**config.mk**
```make
export PLATFORM = sky130hd
export DESIGN_NAME = dma_chan_ctrl
export DESIGN_NICKNAME = d
export VERILOG_FILES = /design/src/rtl/dma_chan_pkg.sv /design/src/rtl/dma_trig_sel.sv /design/src/rtl/dma_chan_fsm.sv /design/src/rtl/dma_chan_ctrl.sv
export SDC_FILE = /design/constraint.sdc
export NUM_CORES = 1
export LEC_CHECK = 0
export ABC_AREA = 1
export BUFFER_PORTS_ARGS = -buffer_cell sky130_fd_sc_hd__buf_4
export CAP_MARGIN = 25
export CORE_MARGIN = 1.5
export CORE_UTILIZATION = 39
export DETAILED_ROUTE_END_ITERATION = 7
export PLACE_DENSITY = 0.75
export SKIP_CTS_REPAIR_TIMING = 1
export SYNTH_ARGS = -nofsm -noshare
export SYNTH_HDL_FRONTEND = slang
export SYNTH_SLANG_ARGS = --single-unit
```
**constraint.sdc**
```tcl
create_clock -name clk -period 1.5 [get_ports clk]
set_input_delay 0.3 -clock clk [delete_from_list [all_inputs] [get_ports clk]]
set_output_delay 0.3 -clock clk [all_outputs]
set_load 0.02 [all_outputs]
```
**src/rtl/dma_chan_pkg.sv**
```systemverilog
package dma_chan_pkg;

    typedef enum logic [1:0] {
        ST_IDLE  = 2'd0,
        ST_ARMED = 2'd1,
        ST_BURST = 2'd2
    } chan_state_e;

    typedef struct packed {
        chan_state_e st;
        logic        trig_pend;
        logic        sync_pend;
        logic        sync_err;
        logic        ovf;
        logic        xfer_act;
        logic        halt_pend;
        logic        bstart;
        logic        xdone;
        logic        irq;
    } chan_regs_t;

endpackage

```
**src/rtl/dma_trig_sel.sv**
```systemverilog
module dma_trig_sel #(
    parameter int NUM_SRC = 17,
    parameter int SEL_W   = 5
) (
    input  logic [NUM_SRC-1:0] evt_i,
    input  logic [SEL_W-1:0]   sel_i,
    output logic               hit_o
);
    logic [NUM_SRC-1:0] match;

    // code k+1 routes line k; codes 0 and above NUM_SRC select nothing
    for (genvar k = 0; k < NUM_SRC; k++) begin : g_line
        assign match[k] = evt_i[k] && (sel_i == SEL_W'(k + 1));
    end

    assign hit_o = |match;
endmodule

```
**src/rtl/dma_chan_fsm.sv**
```systemverilog
module dma_chan_fsm
    import dma_chan_pkg::*;
(
    input  logic clk,
    input  logic rst_n,
    input  logic evt_hit_i,
    input  logic trig_en_i,
    input  logic oneshot_i,
    input  logic contin_i,
    input  logic irq_at_end_i,
    input  logic chan_irq_en_i,
    input  logic ovf_irq_en_i,
    input  logic sync_en_i,
    input  logic sync_i,
    input  logic wrap_at_reload_i,
    input  logic cmd_run_i,
    input  logic cmd_halt_i,
    input  logic cmd_soft_rst_i,
    input  logic cmd_trig_frc_i,
    input  logic cmd_trig_clr_i,
    input  logic cmd_sync_frc_i,
    input  logic cmd_sync_clr_i,
    input  logic cmd_err_clr_i,
    input  logic burst_done_i,
    input  logic tcount_zero_i,
    output chan_regs_t regs_o
);
    localparam chan_regs_t REGS_RST = '{st: ST_IDLE, default: '0};

    chan_regs_t regs_d, regs_q;
    logic       trig_set;
    logic       sync_ev;
    logic       halt_now;

    always_comb begin
        regs_d        = regs_q;
        regs_d.bstart = 1'b0;
        regs_d.xdone  = 1'b0;
        regs_d.irq    = 1'b0;

        trig_set = (trig_en_i && evt_hit_i) || cmd_trig_frc_i;
        sync_ev  = sync_en_i && sync_i;
        halt_now = (regs_q.halt_pend || cmd_halt_i) && !cmd_run_i;

        // error flags: clear first, a new event in the same cycle wins
        if (cmd_err_clr_i) begin
            regs_d.ovf      = 1'b0;
            regs_d.sync_err = 1'b0;
        end
        if (trig_en_i && evt_hit_i && regs_q.trig_pend) begin
            regs_d.ovf = 1'b1;
            if (ovf_irq_en_i) regs_d.irq = 1'b1;
        end
        if (sync_ev && !wrap_at_reload_i) regs_d.sync_err = 1'b1;

        if (trig_set) regs_d.trig_pend = 1'b1;
        if (sync_ev || cmd_sync_frc_i) regs_d.sync_pend = 1'b1;

        unique case (regs_q.st)
            ST_IDLE: begin
                if (cmd_run_i) begin
                    regs_d.st        = ST_ARMED;
                    regs_d.halt_pend = 1'b0;
                end
            end
            ST_ARMED: begin
                if (cmd_halt_i && !cmd_run_i) begin
                    regs_d.st = ST_IDLE;
                end else if (regs_q.trig_pend || (oneshot_i && regs_q.xfer_act)) begin
                    regs_d.st        = ST_BURST;
                    regs_d.bstart    = 1'b1;
                    regs_d.trig_pend = trig_set;
                    regs_d.sync_pend = sync_ev || cmd_sync_frc_i;
                    if (!regs_q.xfer_act) begin
                        regs_d.xfer_act = 1'b1;
                        if (chan_irq_en_i && !irq_at_end_i) regs_d.irq = 1'b1;
                    end
                end
            end
            ST_BURST: begin
                regs_d.halt_pend = halt_now;
                if (burst_done_i) begin
                    regs_d.halt_pend = 1'b0;
                    regs_d.st        = halt_now ? ST_IDLE : ST_ARMED;
                    if (tcount_zero_i) begin
                        regs_d.xdone    = 1'b1;
                        regs_d.xfer_act = 1'b0;
                        if (chan_irq_en_i && irq_at_end_i) regs_d.irq = 1'b1;
                        if (!contin_i) regs_d.st = ST_IDLE;
                    end
                end
            end
            default: regs_d.st = ST_IDLE;
        endcase

        if (cmd_trig_clr_i) regs_d.trig_pend = 1'b0;
        if (cmd_sync_clr_i) regs_d.sync_pend = 1'b0;

        if (cmd_soft_rst_i) begin
            regs_d.st        = ST_IDLE;
            regs_d.trig_pend = 1'b0;
            regs_d.sync_pend = 1'b0;
            regs_d.xfer_act  = 1'b0;
            regs_d.halt_pend = 1'b0;
            regs_d.bstart    = 1'b0;
            regs_d.xdone     = 1'b0;
            regs_d.irq       = 1'b0;
        end
    end

    always_ff @(posedge clk or negedge rst_n) begin
        if (!rst_n) regs_q <= REGS_RST;
        else        regs_q <= regs_d;
    end

    assign regs_o = regs_q;
endmodule

```
**src/rtl/dma_chan_ctrl.sv**
```systemverilog
module dma_chan_ctrl
    import dma_chan_pkg::*;
#(
    parameter int NUM_SRC = 17,
    parameter int SEL_W   = 5
) (
    input  logic               clk,
    input  logic               rst_n,
    input  logic [NUM_SRC-1:0] evt_i,
    input  logic [SEL_W-1:0]   sel_i,
    input  logic               trig_en_i,
    input  logic               oneshot_i,
    input  logic               contin_i,
    input  logic               irq_at_end_i,
    input  logic               chan_irq_en_i,
    input  logic               ovf_irq_en_i,
    input  logic               sync_en_i,
    input  logic               sync_i,
    input  logic               wrap_at_reload_i,
    input  logic               cmd_run_i,
    input  logic               cmd_halt_i,
    input  logic               cmd_soft_rst_i,
    input  logic               cmd_trig_frc_i,
    input  logic               cmd_trig_clr_i,
    input  logic               cmd_sync_frc_i,
    input  logic               cmd_sync_clr_i,
    input  logic               cmd_err_clr_i,
    input  logic               burst_done_i,
    input  logic               tcount_zero_i,
    output logic               burst_start_o,
    output logic               xfer_done_o,
    output logic               irq_o,
    output logic               trig_pend_o,
    output logic               sync_pend_o,
    output logic               sync_err_o,
    output logic               xfer_busy_o,
    output logic               burst_busy_o,
    output logic               running_o,
    output logic               ovf_o
);
    logic       evt_hit;
    chan_regs_t regs;

    dma_trig_sel #(.NUM_SRC(NUM_SRC), .SEL_W(SEL_W)) u_sel (
        .evt_i (evt_i),
        .sel_i (sel_i),
        .hit_o (evt_hit)
    );

    dma_chan_fsm u_fsm (
        .clk              (clk),
        .rst_n            (rst_n),
        .evt_hit_i        (evt_hit),
        .trig_en_i        (trig_en_i),
        .oneshot_i        (oneshot_i),
        .contin_i         (contin_i),
        .irq_at_end_i     (irq_at_end_i),
        .chan_irq_en_i    (chan_irq_en_i),
        .ovf_irq_en_i     (ovf_irq_en_i),
        .sync_en_i        (sync_en_i),
        .sync_i           (sync_i),
        .wrap_at_reload_i (wrap_at_reload_i),
        .cmd_run_i        (cmd_run_i),
        .cmd_halt_i       (cmd_halt_i),
        .cmd_soft_rst_i   (cmd_soft_rst_i),
        .cmd_trig_frc_i   (cmd_trig_frc_i),
        .cmd_trig_clr_i   (cmd_trig_clr_i),
        .cmd_sync_frc_i   (cmd_sync_frc_i),
        .cmd_sync_clr_i   (cmd_sync_clr_i),
        .cmd_err_clr_i    (cmd_err_clr_i),
        .burst_done_i     (burst_done_i),
        .tcount_zero_i    (tcount_zero_i),
        .regs_o           (regs)
    );

    assign burst_start_o = regs.bstart;
    assign xfer_done_o   = regs.xdone;
    assign irq_o         = regs.irq;
    assign trig_pend_o   = regs.trig_pend;
    assign sync_pend_o   = regs.sync_pend;
    assign sync_err_o    = regs.sync_err;
    assign ovf_o         = regs.ovf;
    assign running_o     = (regs.st != ST_IDLE);
    assign burst_busy_o  = (regs.st == ST_BURST) || regs.trig_pend;
    assign xfer_busy_o   = regs.xfer_act || regs.trig_pend;
endmodule

```
## Word level (Yosys, flattened, before mapping)

Index checks and enable logic that the tools add are counted.

| operators by class | value |
|---|---|
| equal/unequal tests | 25 |
| multiplexer cells | 40 |
| reduce and logical (&&, ||, !) cells | 45 |

Operators with widths:

| cell | number |
|---|---|
| 5-bit by 4-bit equality test with 1-bit output (second input constant) | 8 |
| 1-bit logical AND | 26 |
| 1-bit 2-to-1 mux | 22 |
| 2-bit 2-to-1 mux | 11 |
| 5-bit by 3-bit equality test with 1-bit output (second input constant) | 4 |
| 17-bit OR reduction | 1 |
| 3-bit inequality test (second input constant) | 4 |
| 5-bit by 2-bit equality test with 1-bit output (second input constant) | 2 |
| 5-bit equality test (second input constant) | 2 |
| 4-bit 2-to-1 mux | 2 |
| 1-bit logical OR | 6 |
| 1-bit case mux with 2 select lines | 3 |
| 2-bit case mux with 3 select lines | 1 |
| 2-bit nonzero test | 3 |
| 3-bit nonzero test | 2 |
| 5-bit by 1-bit equality test with 1-bit output (second input constant) | 1 |
| 5-bit 2-to-1 mux | 1 |
| 5-bit AND reduction | 1 |
| 4-bit by 2-bit inequality test with 1-bit output (second input constant) | 1 |
| 1-bit logical NOT | 3 |
| 3-bit by 2-bit inequality test with 1-bit output (second input constant) | 1 |
| 3-bit AND reduction | 1 |
| 2-bit by 1-bit equality test with 1-bit output (second input constant) | 1 |
| 2-bit equality test (second input constant) | 1 |
| 2 further kinds | 2 |

| word-level totals | value |
|---|---|
| register bits after elaboration | 11 |
| input bits | 43 |
| output and inout bits | 10 |
| logic and storage cells | 120 |

## Logic depth before layout (Yosys ltp)

Gate-level depths: netlist (run 1).

| depth | value |
|---|---|
| word-level depth | 12 |
| mapped depth | 15 |

## By module

From an unflattened synthesis (run 1), not the netlist that was laid out.

| unflattened totals | value |
|---|---|
| cells, all modules | 154 |
| area total of the unflattened synthesis | 1,011.0 sq um |

Modules (own cells, without submodules):

| module | times used | cells each | area each (sq um) | seq. area each (sq um) |
|---|---|---|---|---|
| dma_chan_fsm | 1 | 91 | 730.7 | 275.3 |
| dma_trig_sel | 1 | 57 | 252.7 | 0.0 |
| dma_chan_ctrl | 1 | 6 | 27.5 | 0.0 |

## Worst setup path before layout (run 1)

No wires, ideal clock.

| timing path | value |
|---|---|
| path kind | reg2reg |
| start point | register u_fsm.regs_q[9], in the netlist u_fsm.regs_o[9] |
| end point | register u_fsm.regs_q[10], in the netlist u_fsm.regs_o[10] |
| library setup time | 0.101 ns |
| arrival | 1.385 ns |
| path slack | 0.015 ns |
| stages on the path, launching flop included | 8 |
| clock period less this slack | 1.485 ns |
| cell sequence | dfrtp_1 -> inv_1 -> ha_1 -> inv_1 -> nor3_1 -> nor3_2 -> nand2_1 -> o32ai_1 |

| between the ends | value |
|---|---|
| word-level cells in the longest chain between the ends | 3 |
| elaborated cells between the ends (all ways) | 9 |
| classes of those cells | eq/ne (5); mux (2); reduce/logical (2) |

RTL lines:

| item | RTL line | RTL |
|---|---|---|
| from (decl) | dma_chan_fsm.sv:30 | `chan_regs_t regs_d, regs_q;` |
| from (signal assigned) | dma_chan_fsm.sv:113 | `else regs_q <= regs_d;` |
| 2-bit by 1-bit equality test with 1-bit output (tied with other cells) | dma_chan_fsm.sv:59 | `unique case (regs_q.st)` |
| 4-bit by 2-bit inequality test with 1-bit output (no line) (tied with other cells) | - |  |
| 3-bit AND reduction (no line) / 4-bit 2-to-1 mux (equally long branches) | - |  |

Several ways; a longest one is shown, not always the timed one.
A chain may end at the register's enable or synchronous reset.

## Worst setup path after layout (run 1)

| timing path | value |
|---|---|
| start point | register u_fsm.regs_q[10], in the netlist u_fsm.regs_o[10] |
| end point | register u_fsm.regs_q[10], in the netlist u_fsm.regs_o[10] |

The elaborated chain is that of the path after synthesis.

==> impl_metrics.tcl, run 1 <==
set metrics [dict create \
    slew_viol_final 0 \
    crit_fanout 3 \
    finalHoldViolCount 0 \
    dieArea_um2 2640 \
    hold_depth 2 \
    synth_area_leaders "dfrtp_1 30%, nand2_1 17%, nand3_1 11%" \
    grtUsageMet2 0.402 \
    synth_common_cells "42 x nand2_1, 20 x nand3_1, 17 x inv_1" \
    endpoint_kind "flip-flop" \
    vias 1181 \
    netlist_area_um2 915 \
    critPathTopFamily "flip-flops" \
    global_route.usage.met1 0.263 \
    synth.most_common_cell "nand2_1" \
    coreArea_um2 2210 \
    fmax_mhz 641 \
    synthArstFlopShare 1.00 \
    max_slew.worst_pin.slew_ps 320 \
    path_clk_slew_ps 80 \
    rsz0062_at_grt "true" \
    cts_made_buffers 3 \
    yosysTopAreaCell "dfrtp_1" \
    synth-main-ff-cell "dfrtp_1" \
    cellLeakagePower_nw 0.828 \
    die_y_um 51.4 \
    slew_headroom 0.784 \
    io_buffers 52 \
    synth-seq-cells 11 \
    peakVddDrop_v 0.000985 \
    rows 17 \
    min_period_ps 1560 \
    htreeDepth 1 \
    antenna_cells 0 \
    setup_viol 4 \
    fin_crit_sh 1.04 \
    clk-insertion-delay-late_ps 280 \
    start_kind "flip-flop" \
    busiest_layer "met2" \
    synth.avg_cell_area_um2 6.63 \
    max_stage_delay_ps 450 \
    p_total_w 0.00146 \
    post-route-cell-area_um2 1510 \
    dp_hpwl_um 2190 \
    worstSetupPathType "reg2reg" \
    grt_max_degree 12 \
    grt_pass1_vias 1109 \
    cts_buffer_depth 2 \
    syn_inst 138 \
    worst_slack_ps -59.0 \
    grt_overflow 0 \
    slowest_stage "dfrtp_1" \
    yosysTopAreaCellShare 0.301 \
    fin_nets 251 \
    violations "setup timing" \
    viasPerCell 5.11 \
    critical_path.cell_chain "inv_2 > ha_4 > inv_4 > nor3_4 > nor3_2 > nand2_2 > o32ai_2" \
    r2r_cells 7 \
    status "finished with violations" \
    hold_class "in2reg" \
    worstPathRequired_ps 1680 \
    crit_cells 7 \
    drc 0 \
    first_pass_iters 4 \
    first_iter_violations 17 \
    wire_per_inst_um 12.8 \
    worst-path-buf-inv 2 \
    holdWs_ps 163 \
    grt_util_all_layers 0.219 \
    final_antenna_net_count 0 \
    ys.warnings.count 0 \
    syn_to_final_growth_pct 65.1 \
    largest_register_ffs 11 \
    ios 53 \
    synth_edf_count 0 \
    drv_cap 0 \
    arrival_ps 1740 \
    antenna_found_initial 0 \
    drt-total-wl_um 2950 \
    grt.met3_usage 0.0175 \
    synth_nets 185 \
    skew_ps 8.92 \
    start_util 0.413 \
    final_layout_size_suffix_gt1_frac 0.438 \
    grt_pass1_wl_um 4420 \
    die_w_um 51.4 \
    numClockSinks 11 \
    ys_types 23 \
    place_congestion 0.921 \
    power_density_nw_per_um2 966 \
    dpl_cell_area_um2 1320 \
    num-fill-cells 197 \
    yosysSeqAreaShare 0.301 \
    cts_tree "built" \
    root_buffer "clkbuf_4" \
]
-- layout make-up --
class,instances,area (µm²),share of cell area
flip-flops and latches,11,275,0.182
clock buffers,4,26.3,0.0174
multi-input cells,102,598,0.396
well taps,28,35.0,0.0232
inverters,21,81.3,0.0539
repair buffers,65,494,0.327
-- metrics by stage --
step	setup TNS (ps)	utilization	std cells	worst slack, ps
after floorplan	0	-	138	14.6
after global placement	0	0.597	217	57.3
after detailed placement	-7.66	0.597	217	-7.66
after CTS	-145	0.609	221	-106
after global routing	-491	0.683	231	-126
final	-126	0.683	231	-59.0
-- power by group --
part	switching [W]	total (W)	internal, W
combinational	0.000427	0.000859	0.000432
clock	0.000109	0.000213	0.000103
sequential	0.0000368	0.000388	0.000351
-- kinds of logic (layout without fill, tap and decap cells) --
group                    Yosys count  in the layout  synth area share
AO/OA/AOI/OAI                     16             16             0.111
adder cells (fa/ha/maj)            4              4            0.0547
buffers and inverters             25             90             0.131
flip-flops                        11             11             0.301
AND/OR/NAND/NOR                   82             82             0.402
-- worst reg2reg max path: cells and delay by family (launching register included) --
family                     cells  cell delay, ps
AOI/OAI and AO/OA              1             270
adders and majority gates      1             190
DFF                            1             450
buffers and inverters          2             180
and+or+nand+nor                3             380
-- worst paths after layout --
| path | startpoint | end | slack [ps] |
|---|---|---|---|
| min in group asynchronous | rst_n | u_fsm.regs_o[1] | 390 |
| max reg2reg | u_fsm.regs_o[10] | u_fsm.regs_o[10] | -60 |
| min | cmd_trig_clr_i | u_fsm.regs_o[8] | 160 |
| min reg2reg | u_fsm.regs_o[3] | u_fsm.regs_o[3] | 500 |
| max | u_fsm.regs_o[10] | u_fsm.regs_o[10] | -60 |
| max in group asynchronous | rst_n | u_fsm.regs_o[6] | 950 |
-- cell usage in the layout, fill, tap and decap left out, types with 2 or more instances in the layout --
cell,count
nand2_2,4
o22ai_1,2
nor3_2,2
inv_1,13
ha_4,3
clkbuf_4,3
a21oi_1,6
inv_2,7
nand3_1,20
dfrtp_1,11
nor3_1,6
buf_4,63
nand2_1,38
o32ai_2,2
nor2_1,8
-- per-layer routing --
layer  wire, µm  up-vias
li1           -      586
met1       1180      544
met2       1570       45
met3        149        6
met4         48        0
met5          0        -
(Power assumes the default switching activity.)
==> run 2, diff against run 1 <==
--- a/config.mk
+++ b/config.mk
@@ -9,9 +9,9 @@
 export BUFFER_PORTS_ARGS = -buffer_cell sky130_fd_sc_hd__buf_4
 export CAP_MARGIN = 25
 export CORE_MARGIN = 1.5
-export CORE_UTILIZATION = 39
+export CORE_UTILIZATION = 46
 export DETAILED_ROUTE_END_ITERATION = 7
-export PLACE_DENSITY = 0.75
+export PLACE_DENSITY = 0.84
 export SKIP_CTS_REPAIR_TIMING = 1
 export SYNTH_ARGS = -nofsm -noshare
 export SYNTH_HDL_FRONTEND = slang
==> constraint.sdc (replaced) <==
create_clock -name clk -period 2 [get_ports clk]
set_input_delay 0.4 -clock clk [delete_from_list [all_inputs] [get_ports clk]]
set_output_delay 0.4 -clock clk [all_outputs]
set_load 0.02 [all_outputs]
==> run 2 against run 1 <==
The run now ends clean. Combinational power down 49%. Total power down 40%. Sequential power down 25%. Count of clock-buffer cells in the layout unchanged. Clock skew down 7.9 ps. Die area down 14%. First-iteration DRC count rose to 2.8 times the previous value. Sequential cell count unchanged. Wire length down 13%. Worst setup slack better by 340 ps. Register-to-register slack better by 480 ps. Largest cell class unchanged.
==> impl_metrics.tcl, run 2 (synthesis gave the netlist of run 1 again) <==
set metrics [dict create \
    status "completed" \
    die_w_um 47.6 \
    post-route-cell-area_um2 1330 \
    grtUsageMet2 0.395 \
    grt_pass1_wl_um 3910 \
    setup_viol 0 \
    cts_made_buffers 3 \
    holdWs_ps 274 \
    min_period_ps 1720 \
    worst-path-buf-inv 3 \
    peakVddDrop_v 0.000559 \
    worstSetupPathType "reg2out" \
    first_iter_violations 48 \
    critPathTopFamily "flip-flops" \
    numClockSinks 11 \
    slowest_stage "dfrtp_1" \
    critical_path.cell_chain "inv_1 > ha_1 > inv_1 > nand2_1 > buf_4" \
    global_route.usage.met1 0.339 \
    dpl_cell_area_um2 1290 \
    fin_crit_sh 0.858 \
    grt_max_degree 12 \
    cts_tree "built" \
    arrival_ps 1320 \
    final_common_cell "buf_4" \
    die_y_um 47.6 \
    syn_to_final_growth_pct 45.6 \
    fin_nets 239 \
    htreeDepth 1 \
    cellLeakagePower_nw 0.761 \
    slew_headroom 0.802 \
    endpoint_kind "primary output" \
    finalHoldViolCount 0 \
    slew_viol_final 0 \
    grt_overflow 0 \
    final_layout_size_suffix_gt1_frac 0.325 \
    io_buffers 52 \
    skew_ps 0.971 \
    wire_per_inst_um 11.9 \
    path_clk_slew_ps 70 \
    clk-insertion-delay-late_ps 270 \
    max_slew.worst_pin.slew_ps 295 \
    max_stage_delay_ps 400 \
    worstPathRequired_ps 1600 \
    fin_util 0.739 \
    tns_ps 0 \
    drv_cap 0 \
    antenna_found_initial 0 \
    grt_pass1_vias 948 \
    root_buffer "clkbuf_4" \
    place_congestion 0.909 \
    vias 1099 \
    dp_hpwl_um 2140 \
    fmax_mhz 583 \
    crit_fanout 5 \
    start_util 0.508 \
    power_density_nw_per_um2 663 \
    viasPerCell 5.09 \
    final_antenna_net_count 0 \
    rows 15 \
    antenna_cells 0 \
    first_pass_iters 4 \
    hold_class "in2reg" \
    worst_slack_ps 285 \
    grt_util_all_layers 0.243 \
    grt.met3_usage 0.0528 \
    dieArea_um2 2260 \
    dp_slack_ps 440 \
    ios 53 \
    drt-total-wl_um 2580 \
    rsz0062_at_grt "false" \
    busiest_layer "met2" \
    largest_register_ffs 11 \
    coreArea_um2 1800 \
    final_cell_mix "52 x buf_4, 42 x nand2_1, 20 x nand3_1, 17 x inv_1, 11 x dfrtp_1" \
    crit_top_cell "inv_1" \
    drc 0 \
    start_kind "flip-flop" \
    cts_buffer_depth 2 \
]
run 2: worst register-to-register path, stage by stage (launching register included):
cell and delay, ps:
dfrtp_1 380, inv_1 90, ha_1 260, nand2_1 130, nor2_1 60, nor3_2 220, nand2_1 100, o32ai_1 250
run 2: layout make-up:
| cell class | instances | area [µm²] |
|---|---|---|
| Clock buffer | 4 | 26.3 |
| Fill cell | 149 | 470 |
| Timing Repair Buffer | 53 | 400 |
| Multi-Input combinational cell | 102 | 519 |
| Sequential cell | 11 | 275 |
| Inverter | 21 | 78.8 |
| Tap cell | 25 | 31.3 |
run 2: worst paths after layout:
path	to	cells after the start	start	slack, ps
setup / recovery	burst_busy_o	5	u_fsm.regs_o[9]	280
hold / removal	u_fsm.regs_o[7]	2	cmd_sync_clr_i	270
setup reg to reg	u_fsm.regs_o[10]	7	u_fsm.regs_o[9]	420
hold reg to reg	u_fsm.regs_o[3]	1	u_fsm.regs_o[3]	490
max in group asynchronous	u_fsm.regs_o[10]	2	rst_n	1340
min in group asynchronous	u_fsm.regs_o[2]	2	rst_n	510
run 2: per-stage QoR:
stage,power [W],cells
2_1_floorplan,0.000554,138
4_1_cts,0.000881,215
3_5_place_dp,0.000728,211
3_3_place_gp,0.000713,211
6_report,0.000883,216
5_1_grt,0.000952,216
run 2: power by group:
group          switching [W]  internal (W)
logic               0.000244      0.000194
clock network      0.0000786     0.0000773
registers          0.0000261      0.000263
total               0.000348      0.000535
run 2: layer usage:
layer  wire, µm  vias to the layer above
met2       1200                       43
met4         19                        0
met1       1140                      492
met3        217                        3
li1           -                      561
met5          0                        -
==> run 3, diff against run 2 <==
--- a/config.mk
+++ b/config.mk
@@ -5,11 +5,11 @@
 export SDC_FILE = /design/constraint.sdc
 export NUM_CORES = 1
 export LEC_CHECK = 0
-export ABC_AREA = 1
+export ABC_AREA = 0
 export BUFFER_PORTS_ARGS = -buffer_cell sky130_fd_sc_hd__buf_4
 export CAP_MARGIN = 25
 export CORE_MARGIN = 1.5
-export CORE_UTILIZATION = 46
+export CORE_UTILIZATION = 45
 export DETAILED_ROUTE_END_ITERATION = 7
 export PLACE_DENSITY = 0.84
 export SKIP_CTS_REPAIR_TIMING = 1
==> run 3 against run 2 <==
Clock power down 3%. Combinational power decreased by 43%. Via count is 8.9% lower. Total power fell by 27%. Wire length fell by 5.8%. Final cell count is 17% lower.
==> impl_metrics.tcl, run 3 <==
set metrics [dict create \
    dpl.cell_count 175 \
    crit_start "u_fsm.regs_o[9]" \
    die_y_um 45.9 \
    final_cell_mix "52 x buf_4, 11 x dfrtp_1, 10 x nor2_1, 9 x inv_1, 8 x nand2_1" \
    yosysSeqAreaShare 0.332 \
    min_period_ps 1820 \
    synth_common_cells "11 x dfrtp_1, 10 x nor2_1, 9 x inv_1" \
    peakVddDrop_v 0.000476 \
    drv_cap 0 \
    htreeDepth 1 \
    yosysTopAreaCell "dfrtp_1" \
    first_pass_iters 4 \
    vias 1001 \
    drt-total-wl_um 2430 \
    synth-main-ff-cell "dfrtp_1" \
    comb_power_share 0.384 \
    r2r_start "u_fsm.regs_o[9]" \
    hold_class "in2reg" \
    max_slew.worst_pin.slew_ps 253 \
    root_buffer "clkbuf_4" \
    final_antenna_net_count 0 \
    fin_nets 203 \
    yosysTopAreaCellShare 0.332 \
    io_buffers 52 \
    viasPerCell 5.56 \
    final_common_cell "buf_4" \
    status "completed" \
    coreArea_um2 1730 \
    seq_power_share 0.381 \
    syn_to_final_growth_pct 54.6 \
    setup_viol 0 \
    syn_inst 99 \
    antenna_cells 0 \
    finalHoldViolCount 0 \
    largest_register_ffs 11 \
    synthArstFlopShare 1.00 \
    fin_crit_sh 0.909 \
    dp_slack_ps 157 \
    fmax_mhz 550 \
    ios 53 \
    fin_util 0.743 \
    synth_nets 146 \
    worstPathRequired_ps 1600 \
    clock_power_share 0.235 \
    grt_overflow 0 \
    grt_max_degree 12 \
    fin_cells 180 \
    cellLeakagePower_nw 0.651 \
    p_sw_frac 0.316 \
    arrival_ps 1420 \
    min_from "cmd_trig_clr_i" \
    numClockSinks 11 \
    slew_viol_final 0 \
    dp_hpwl_um 2050 \
    p_sw_w 0.000204 \
    slew_headroom 0.831 \
    power_density_nw_per_um2 503 \
    synth.avg_cell_area_um2 8.38 \
    clk-insertion-delay-late_ps 270 \
    synth_area_leaders "dfrtp_1 33%, ha_1 6.0%, nor2_1 4.5%" \
    p_int_w 0.000441 \
    skew_ps 7.38 \
    wire_per_inst_um 13.5 \
    drc 0 \
    endpoint_kind "primary output" \
    synth-seq-cells 11 \
    grt_pass1_wl_um 3690 \
    grt_pass1_vias 906 \
    holdWs_ps 281 \
    path_clk_slew_ps 70 \
    start_util 0.480 \
    rows 15 \
    start_kind "flip-flop" \
    die_w_um 45.9 \
    ys_types 31 \
    final_layout_size_suffix_gt1_frac 0.419 \
    place_congestion 0.776 \
    synth.most_common_cell "dfrtp_1" \
    dieArea_um2 2110 \
    cts_buffer_depth 2 \
    worstSetupPathType "reg2out" \
    ys.warnings.count 0 \
    crit_fanout 5 \
    synth_edf_count 0 \
    tns_ps 0 \
    first_iter_violations 13 \
    cts_tree "built" \
    netlist_area_um2 830 \
    grt_util_all_layers 0.242 \
    cts_made_buffers 3 \
    antenna_found_initial 0 \
    rsz0062_at_grt "false" \
    worst_slack_ps 182 \
]
## run 3: cell types whose count changed after synthesis, sizes merged, moves of 7 or more
cell,change
nor3,-7
inv,-12
nand3,-14
nand2,-34
## run 3: critical path: stages (launching register included)
cell	delay [ps]
dfrtp_1	400
inv_1	80
ha_1	260
inv_1	180
nand2_1	70
buf_4	160
## run 3: cells by family after synthesis
logic type,Yosys count,synth area share
buf+inv,10,0.0467
mux,6,0.0769
compound gates,31,0.265
simple gates,37,0.219
fa+ha+maj,4,0.0603
flops,11,0.332
## run 3: cell type report
| cell class | instances | area, µm² |
|---|---|---|
| clock buffers | 4 | 26.3 |
| fillers | 142 | 444 |
| inverters | 9 | 33.8 |
| multi-input cells | 78 | 515 |
| flip-flops and latches | 11 | 275 |
| well taps | 25 | 31.3 |
| repair buffers | 53 | 400 |
## run 3: path summary, 6_finish.rpt
path	endpoint	slack, ps	depth (start not counted)
setup / recovery	burst_busy_o	180	5
hold / removal	u_fsm.regs_o[8]	280	2
setup reg to reg	u_fsm.regs_o[9]	350	7
hold reg to reg	u_fsm.regs_o[5]	530	2
max in group asynchronous	u_fsm.regs_o[7]	1340	2
min in group asynchronous	u_fsm.regs_o[2]	500	2
## run 3: power groups by stage
stage	clock network (W)	logic, W	registers (W)
2_1_floorplan	0	0.000118	0.000255
6_report	0.000151	0.000248	0.000245
5_1_grt	0.000170	0.000269	0.000248
3_5_place_dp	0	0.000246	0.000250
4_1_cts	0.000154	0.000246	0.000246
3_3_place_gp	0	0.000237	0.000248
## run 3: metal layers
layer	GRT usage	wire, µm	part of all wire
met1	0.276	938	0.39
met2	0.447	1290	0.53
met3	0.0317	149	0.061
met4	0.0857	51	0.021
met5	0	0	0
## run 3: stage by stage
stage          cell area, µm²  power (W)
2_1_floorplan             830   0.000373
3_3_place_gp             1250   0.000485
3_5_place_dp             1250   0.000496
4_1_cts                  1270   0.000646
5_1_grt                  1280   0.000687
6_report                 1280   0.000645
